--- src/rtl/rm_pkg.sv ---
package rm_pkg;

   localparam int CHAR_W = 8;

   typedef logic [CHAR_W-1:0] char_t;

   // Reference point for the distance window
   typedef enum logic {
      POS_RELATIVE = 1'b0,   // measured from the latest leading content
      POS_ABSOLUTE = 1'b1    // measured from the flow start
   } pos_mode_e;

endpackage

--- src/rtl/rm_pattern_match.sv ---
// Prefix-chain matcher for one fixed string. hit_o is combinational and is
// high during the cycle in which the last byte of the string is presented.
module rm_pattern_match #(
   parameter int                        LEN = 2,
   parameter logic [rm_pkg::CHAR_W*LEN-1:0] PAT = "ab"
) (
   input  logic          clk,
   input  logic          rst_n,
   input  logic          flow_start_i,
   input  logic          chr_vld_i,
   input  rm_pkg::char_t chr_i,
   output logic          hit_o
);

   localparam int CW = rm_pkg::CHAR_W;

   logic [LEN-1:0] eq;

   // One comparator per string position; position 0 is the first byte.
   for (genvar k = 0; k < LEN; k++) begin : g_cmp
      assign eq[k] = (chr_i == PAT[CW*(LEN-1-k) +: CW]);
   end

   if (LEN == 1) begin : g_single
      assign hit_o = chr_vld_i & eq[0];
   end else begin : g_chain
      logic [LEN-2:0] pm_q, pm_d, prev;

      always_comb begin
         prev = flow_start_i ? '0 : pm_q;
         pm_d = prev;
         if (chr_vld_i) begin
            pm_d[0] = eq[0];
            for (int k = 1; k < LEN - 1; k++) begin
               pm_d[k] = prev[k-1] & eq[k];
            end
         end
      end

      always_ff @(posedge clk or negedge rst_n) begin
         if (!rst_n) pm_q <= '0;
         else        pm_q <= pm_d;
      end

      assign hit_o = chr_vld_i & prev[LEN-2] & eq[LEN-1];
   end

endmodule

--- src/rtl/rm_dist_gate.sv ---
// Window compare; the mode parameter selects the reference point.
module rm_dist_gate #(
   parameter int                CNT_W    = 16,
   parameter int                MAX_DIST = 10,
   parameter rm_pkg::pos_mode_e POS_MODE = rm_pkg::POS_RELATIVE
) (
   input  logic [CNT_W-1:0] idx_i,
   input  logic [CNT_W-1:0] ref_i,
   output logic             in_range_o
);

   localparam logic [CNT_W-1:0] LIM = CNT_W'(MAX_DIST);

   if (POS_MODE == rm_pkg::POS_ABSOLUTE) begin : g_abs
      logic unused_ref;
      assign unused_ref = ^ref_i;
      assign in_range_o = (idx_i < LIM);
   end else begin : g_rel
      logic [CNT_W-1:0] span;
      assign span       = idx_i - ref_i;
      assign in_range_o = (span < LIM);
   end

endmodule

--- src/rtl/rm_dual_content_rule.sv ---
module rm_dual_content_rule #(
   parameter int                            LEN_A    = 2,
   parameter logic [rm_pkg::CHAR_W*LEN_A-1:0] PAT_A  = "ab",
   parameter int                            LEN_B    = 3,
   parameter logic [rm_pkg::CHAR_W*LEN_B-1:0] PAT_B  = "cde",
   parameter int                            CNT_W    = 16,
   parameter int                            MAX_DIST = 10,
   parameter rm_pkg::pos_mode_e             POS_MODE = rm_pkg::POS_RELATIVE
) (
   input  logic             clk,
   input  logic             rst_n,
   input  logic             flow_start_i,
   input  logic             chr_vld_i,
   input  logic [7:0]       chr_i,
   output logic             first_hit_o,
   output logic             rule_hit_o,
   output logic [CNT_W-1:0] match_ofs_o
);

   localparam logic [CNT_W-1:0] CNT_MAX = {CNT_W{1'b1}};

   initial begin
      assert (LEN_A >= 1 && LEN_B >= 1)
         else $error("rm_dual_content_rule: content lengths must be at least 1");
      assert (CNT_W >= 2 && CNT_W <= 31)
         else $error("rm_dual_content_rule: CNT_W out of range");
      assert (MAX_DIST >= 1 && MAX_DIST < (1 << CNT_W))
         else $error("rm_dual_content_rule: MAX_DIST does not fit CNT_W");
   end

   logic             hit_a, hit_b, in_range;
   logic             seen_q, seen_eff, fire;
   logic [CNT_W-1:0] cnt_q, snap_q, idx, ref_pt;

   rm_pattern_match #(.LEN(LEN_A), .PAT(PAT_A)) u_lead (
      .clk(clk), .rst_n(rst_n), .flow_start_i(flow_start_i),
      .chr_vld_i(chr_vld_i), .chr_i(chr_i), .hit_o(hit_a)
   );

   rm_pattern_match #(.LEN(LEN_B), .PAT(PAT_B)) u_trail (
      .clk(clk), .rst_n(rst_n), .flow_start_i(flow_start_i),
      .chr_vld_i(chr_vld_i), .chr_i(chr_i), .hit_o(hit_b)
   );

   // Offset of the byte presented this cycle.
   assign idx      = flow_start_i ? '0 : cnt_q;
   assign seen_eff = (seen_q & ~flow_start_i) | hit_a;
   assign ref_pt   = hit_a ? idx : snap_q;

   rm_dist_gate #(.CNT_W(CNT_W), .MAX_DIST(MAX_DIST), .POS_MODE(POS_MODE)) u_gate (
      .idx_i(idx), .ref_i(ref_pt), .in_range_o(in_range)
   );

   assign fire = hit_b & seen_eff & in_range;

   always_ff @(posedge clk or negedge rst_n) begin
      if (!rst_n) begin
         cnt_q       <= '0;
         snap_q      <= '0;
         seen_q      <= 1'b0;
         first_hit_o <= 1'b0;
         rule_hit_o  <= 1'b0;
         match_ofs_o <= '0;
      end else begin
         if (chr_vld_i) cnt_q <= (idx == CNT_MAX) ? idx : idx + 1'b1;
         else           cnt_q <= idx;
         if (hit_a) snap_q <= idx;
         seen_q      <= seen_eff;
         first_hit_o <= hit_a;
         rule_hit_o  <= fire;
         if (fire) match_ofs_o <= idx;
      end
   end

endmodule

--- config.mk ---
export PLATFORM = sky130hd
export DESIGN_NAME = rm_dual_content_rule
export DESIGN_NICKNAME = d
export VERILOG_FILES = /design/src/rtl/rm_pkg.sv /design/src/rtl/rm_pattern_match.sv /design/src/rtl/rm_dist_gate.sv /design/src/rtl/rm_dual_content_rule.sv
export SDC_FILE = /design/constraint.sdc
export NUM_CORES = 1
export LEC_CHECK = 0
export BUFFER_PORTS_ARGS = -buffer_cell sky130_fd_sc_hd__buf_4
export CORE_MARGIN = 8
export CORE_UTILIZATION = 60
export CTS_BUF_LIST = sky130_fd_sc_hd__clkbuf_8
export CTS_CLUSTER_DIAMETER = 150
export DETAILED_ROUTE_END_ITERATION = 6
export PLACE_DENSITY = 0.91
export SYNTH_ARGS = -nofsm -noshare
export SYNTH_HDL_FRONTEND = slang
export SYNTH_SLANG_ARGS = --single-unit
--- constraint.sdc ---
create_clock -name clk -period 7.89 [get_ports clk]
set_clock_uncertainty 0.05 [all_clocks]
set_input_delay 0.3945 -clock clk [delete_from_list [all_inputs] [get_ports clk]]
set_output_delay 0.3945 -clock clk [all_outputs]
set_load 0.01 [all_outputs]
; ---- After elaboration in Yosys (flattened, before gate mapping)
; Index checks and enable logic that the tools add are counted.
; W data, S select, Z words.
[classes]
add_sub_neg = 2
mul = 0
n_div = 0
magnitude_cmp = 1
n_eq_ne = 6
shift = 0
n_mux = 8
bitwise = 10
reduce_logical = 0
[op_table]
columns = operator, count
row1 = $mux W16, 4
row2 = $eq A8 B7 Y1 const B, 5
row3 = $add A16 B1 Y16 const B, 1
row4 = $eq A16 B16 Y1 const B, 1
row5 = $lt A16 B4 Y1 const B, 1
row6 = $sub A16 B16 Y16, 1
row7 = $and A1 B1 Y1, 8
row8 = $mux W2, 2
row9 = $mux W1, 2
row10 = $not A1 Y1, 1
row11 = $or A1 B1 Y1, 1
[word_totals]
reg_bits = 54
latchBits = 0
ram_bits = 0
mem_bits_ro = 0
input_bits = 12
output_inout_bits = 18
word_cells = 35
n_memories = 0

; ---- Logic depth before layout (Yosys ltp)
[depth]
depth_word = 7
depth_mapped = 19

; ---- Modules after synthesis
; From an unflattened synthesis, not the netlist that was laid out.
[hier_totals]
hier_cells = 333
area_unflattened_um2 = 3387.0
[modules_own_cells]
columns = mod, n_inst, cells_per_inst, area_each_um2, seq_area_each_um2
row1 = rm_dual_content_rule, 1, 182, 2263.4, 1276.2
row2 = rm_dist_gate, 1, 131, 908.4, 0.0
row3 = rm_pattern_match (u_trail), 1, 12, 131.4, 50.0
row4 = rm_pattern_match (u_lead), 1, 8, 83.8, 25.0

; ---- Worst setup path after synthesis
; Ideal clock, no wire load.
[synth_path]
path_kind = input -> register
from = input port chr_i[7]
to = register match_ofs_o[10]
setup_ns = 0.125
t_arrival_ns = 4.141
t_required_ns = 7.715
path_slack_ns = 3.574
path_stages = 17
path_cell_list = nand4bb_1 nor4_4 clkbuf_1 a21boi_0 ha_1 clkbuf_1 nand2_1 a21oi_1 nor2_1 or4b_1 nor4_1 nand4_1 nor4b_1 and4b_1 buf_6 buf_12 mux2_4
[synth_between]
elab_chain_cells = 6
[synth_rtl]
columns = item, line_no
row1 = start: declaration, rm_dual_content_rule.sv:14  ; input logic [7:0] chr_i,
row2 = $eq A8 B7 Y1, rm_pattern_match.sv:21  ; assign eq[k] = (chr_i == PAT[CW*(LEN-1-k) +: CW]);
row3 = $and A1 B1 Y1, rm_pattern_match.sv:45  ; assign hit_o = chr_vld_i & prev[LEN-2] & eq[LEN-1];
row4 = $mux W16, -
row5 = $sub A16 B16 Y16, rm_dist_gate.sv:20  ; assign span = idx_i - ref_i;
row6 = $lt A16 B4 Y1, rm_dist_gate.sv:21  ; assign in_range_o = (span < LIM);
row7 = $and A1 B1 Y1 (*), rm_dual_content_rule.sv:54  ; assign fire = hit_b & seen_eff & in_range;
row8 = end signal: assignment, rm_dual_content_rule.sv:71  ; if (fire) match_ofs_o <= idx;
row9 = end: declaration, rm_dual_content_rule.sv:17  ; output logic [CNT_W-1:0] match_ofs_o
; Every way passes the cells marked *; elsewhere a longest branch is shown, timed or not.
; A chain may end at the register's enable or synchronous reset.

; ---- Final worst setup path
[layout_path]
from = register u_lead.g_chain.pm_q
to = register match_ofs_o[5]
[layout_between]
elab_chain_cells = 7
[layout_rtl]
columns = item, line_no
row1 = start: declaration, rm_pattern_match.sv:27  ; logic [LEN-2:0] pm_q, pm_d, prev;
row2 = start signal: assignment, rm_pattern_match.sv:42  ; else pm_q <= pm_d;
row3 = $mux W1, rm_pattern_match.sv:30  ; prev = flow_start_i ? '0 : pm_q;
row4 = $and A1 B1 Y1 (2 in a row), rm_pattern_match.sv:45
row5 = $mux W16, -
row6 = net ref_pt[8], rm_dual_content_rule.sv:33  ; logic [CNT_W-1:0] cnt_q, snap_q, idx, ref_pt;
row7 = $sub A16 B16 Y16, rm_dist_gate.sv:20
row8 = $lt A16 B4 Y1, rm_dist_gate.sv:21
row9 = $and A1 B1 Y1, rm_dual_content_rule.sv:54
; The timed path passes the listed nets, and every way through them passes these cells.

==> flow_summary.toml <==
[synthesis]
synth-simple-area-share_pct = 27.1
synth_common_cells = "nand2_1 (62), dfrtp_1 (54), o21ai_0 (30)"
synthXorXnorAreaFrac_pct = 4.84
synthFlopType = "dfrtp_1"
synth_top_family_by_area = "simple AND/OR/NAND/NOR gates"
synth-compound-area-share_pct = 15.5
synthAdderAreaFrac_pct = 3.62
syn_avg_cell_area_um2 = 8.70
yosysSeqAreaShare_pct = 35.5
ys_types = 65
synthTopCellsByArea = "dfrtp_1 (36%), nand2_1 (6.1%), mux2_4 (4.3%), o21ai_0 (3.9%), xnor2_1 (3.7%)"
ys_ff_latch = 54
post-synth-top-count-cell = "nand2_1"
syn_inst = 437
synth_area_um2 = 3800
syn_nets = 460
synth_mux_area_share_pct = 8.29
yosysWarnings = 0
synth_top_area_share_pct = 35.5
yosys.area.top_type = "dfrtp_1"
async_flop_share_pct = 100
synth-edff-count = 0

[clock_tree]
clk_pin_slew_ns = 0.10
cts_hold_buf = 0
cts_tree = "built"
clk_path_buf_depth = 2
cts-root-buf = "clkbuf_8"
h-tree-depth = 2
cts_sinks = 54
cts_buffers = 5
clock_latency_ns = 0.31
postCtsResizedCells = 0
cts_setup_buffers = 0

[detailed_routing]
dr.max_layer_used = "met4"
dr_wl_met3_um = 523
wl_per_cell_um = 17.8
vias_per_cell = 6.25
met2RoutedLength_um = 4460
dr.pass1.iters = 5
vias = 3340
antenna_left = 0
wirelength_um = 9510
drc = 0
wl_met1_um = 4340
drt_iter0_markers = 235

[worst_hold_path]
hold_class = "in2async"

[floorplan]
rows = 29
die_h_um = 95.6
die-area_um2 = 9140
start_util_pct = 60.9
io_pins = 30
core_um2 = 6240
die-width_um = 95.6

[place]
port_buffers = 29
dp_cells = 526
gp_congestion = 0.960
dp_hpwl_um = 6940
placed_cell_area_um2 = 4030

[critical_path]
crit_path_top_delay_cell = "and4b_1"
cp_max_fo = 16
crit_family = "simple AND/OR/NAND/NOR gates"
path_cells = "nor2b_1 -> nand4_1 -> buf_4 -> o21ai_0 -> inv_1 -> ha_1 -> o21ai_0 -> a21oi_1 -> nor2_1 -> or4b_1 -> nor4_1 -> nand4_1 -> nor4b_1 -> and4b_1 -> mux2_2"
rr_endpoint = "match_ofs_o[5]"
reg2reg_depth = 15
crit_buf_inv = 2
crit_path_end_kind = "register"
ff2ff_setup_slack_ns = 2.44
required_ns = 8.04
arrival_ns = 5.60
critPathMaxStageDelay_ns = 1.02
startpoint_type = "register"
critPathKind = "reg2reg"
rr_startpoint = "u_lead.g_chain.pm_q"

[cells_and_area]
antenna_cells = 0
stdcell_count = 534
n_fill_cell = 496
syn2layout_area_growth_pct = 9.02
final_layout_size_suffix_gt1_share_pct = 14.7
fin_nets = 479
stdcell_area_um2 = 4140

[pwr]
p_leak_nw = 1.99
ir_drop_v = 0.0000964
powerDensity_nw_per_um2 = 122
p_total_mw = 0.507

[run]
maxCapViolCount = 0

[sta]
whs_ns = 0.0583
period_share_pct = 69.1
grt_setup_unrepaired = "false"
setup_viol = 0
report.final.hold_viol_count = 0
max_freq_mhz = 184
finalWorstPathRequiredPeriod_ns = 5.45
tns_ns = 0
drv_slew = 0
slew-limit-headroom_pct = 24.2
worst_pin_slew_ns = 1.14

[grt]
grt_max_degree = 55
antenna_found_initial = 0
grt-ovfl-total = 0
grt_pass1_wl_um = 15900
gr-usage-all-layers_pct = 21.8
first_global_vias = 3209

[run_status]
run_status = "complete, no violations"
[final cells by class]
cell class	count	area, µm²	share of cell area, %
Clock inverter	3	43.8	1.06
Timing Repair Buffer	31	233	5.62
Clock buffer	5	68.8	1.66
Sequential cell	54	1350	32.6
Multi-Input combinational cell	339	2260	54.5
Tap cell	77	96.3	2.32
Inverter	25	93.8	2.26
[worst max-delay path by stage]
stage,start,end,slack (ns),depth (start not counted)
3_3_place_gp,chr_i[7],match_ofs_o[2],2.61,15
6_report,u_lead.g_chain.pm_q,match_ofs_o[5],2.44,15
2_1_floorplan,chr_i[7],match_ofs_o[10],3.57,17
3_5_place_dp,chr_i[7],match_ofs_o[2],2.37,16
4_1_cts,u_lead.g_chain.pm_q,match_ofs_o[5],2.65,15
5_1_grt,u_lead.g_chain.pm_q,match_ofs_o[2],2.19,15
[placed cells by master, fill, tap and decap left out, types with 11 or more instances in the layout]
| cell type | count |
|---|---|
| nand2_1 | 62 |
| inv_1 | 24 |
| mux2_4 | 11 |
| o21ai_0 | 30 |
| nand2b_1 | 13 |
| dfrtp_1 | 54 |
| nor2b_1 | 20 |
| buf_4 | 31 |
| a21oi_1 | 16 |
| nor2_1 | 25 |
| xnor2_1 | 16 |
| nand4_1 | 13 |
| ha_1 | 11 |
[state kept, by name, indices dropped and copies added (netlist names)]
| name | cells |
|---|---|
| u_trail.g_chain.pm_q | 2 |
| u_lead.g_chain.pm_q | 1 |
| first_hit_o | 1 |
| match_ofs_o | 16 |
| snap_q | 16 |
| cnt_q | 16 |
| rule_hit_o | 1 |
| seen_q | 1 |
[layer usage]
layer | GRT usage (%) | vias to the layer above
li1 | - | 1598
met1 | 30.3 | 1603
met2 | 34.1 | 123
met3 | 3.23 | 16
met4 | 6.79 | 0
met5 | 0 | -
[kinds of logic after synthesis]
logic type / Yosys count
AND/OR/NAND/NOR: 190
flip-flops: 54
XOR/XNOR: 21
adder cells (fa/ha/maj): 11
AO/OA/AOI/OAI: 92
buffers and inverters: 44
multiplexers: 25
[through the flow]
stage	worst slack, ns	util, %
2_1_floorplan	3.57	-
3_5_place_dp	2.37	64.6
4_1_cts	2.65	66.4
6_report	2.44	66.4
3_3_place_gp	2.61	64.6
5_1_grt	2.19	66.4
[report_power, final]
| part | switching [mW] | internal [mW] |
|---|---|---|
| combinational | 0.0214 | 0.0130 |
| clock | 0.0958 | 0.0953 |
| sequential | 0.00335 | 0.278 |
| total | 0.121 | 0.386 |
(Power assumes the default switching activity.)
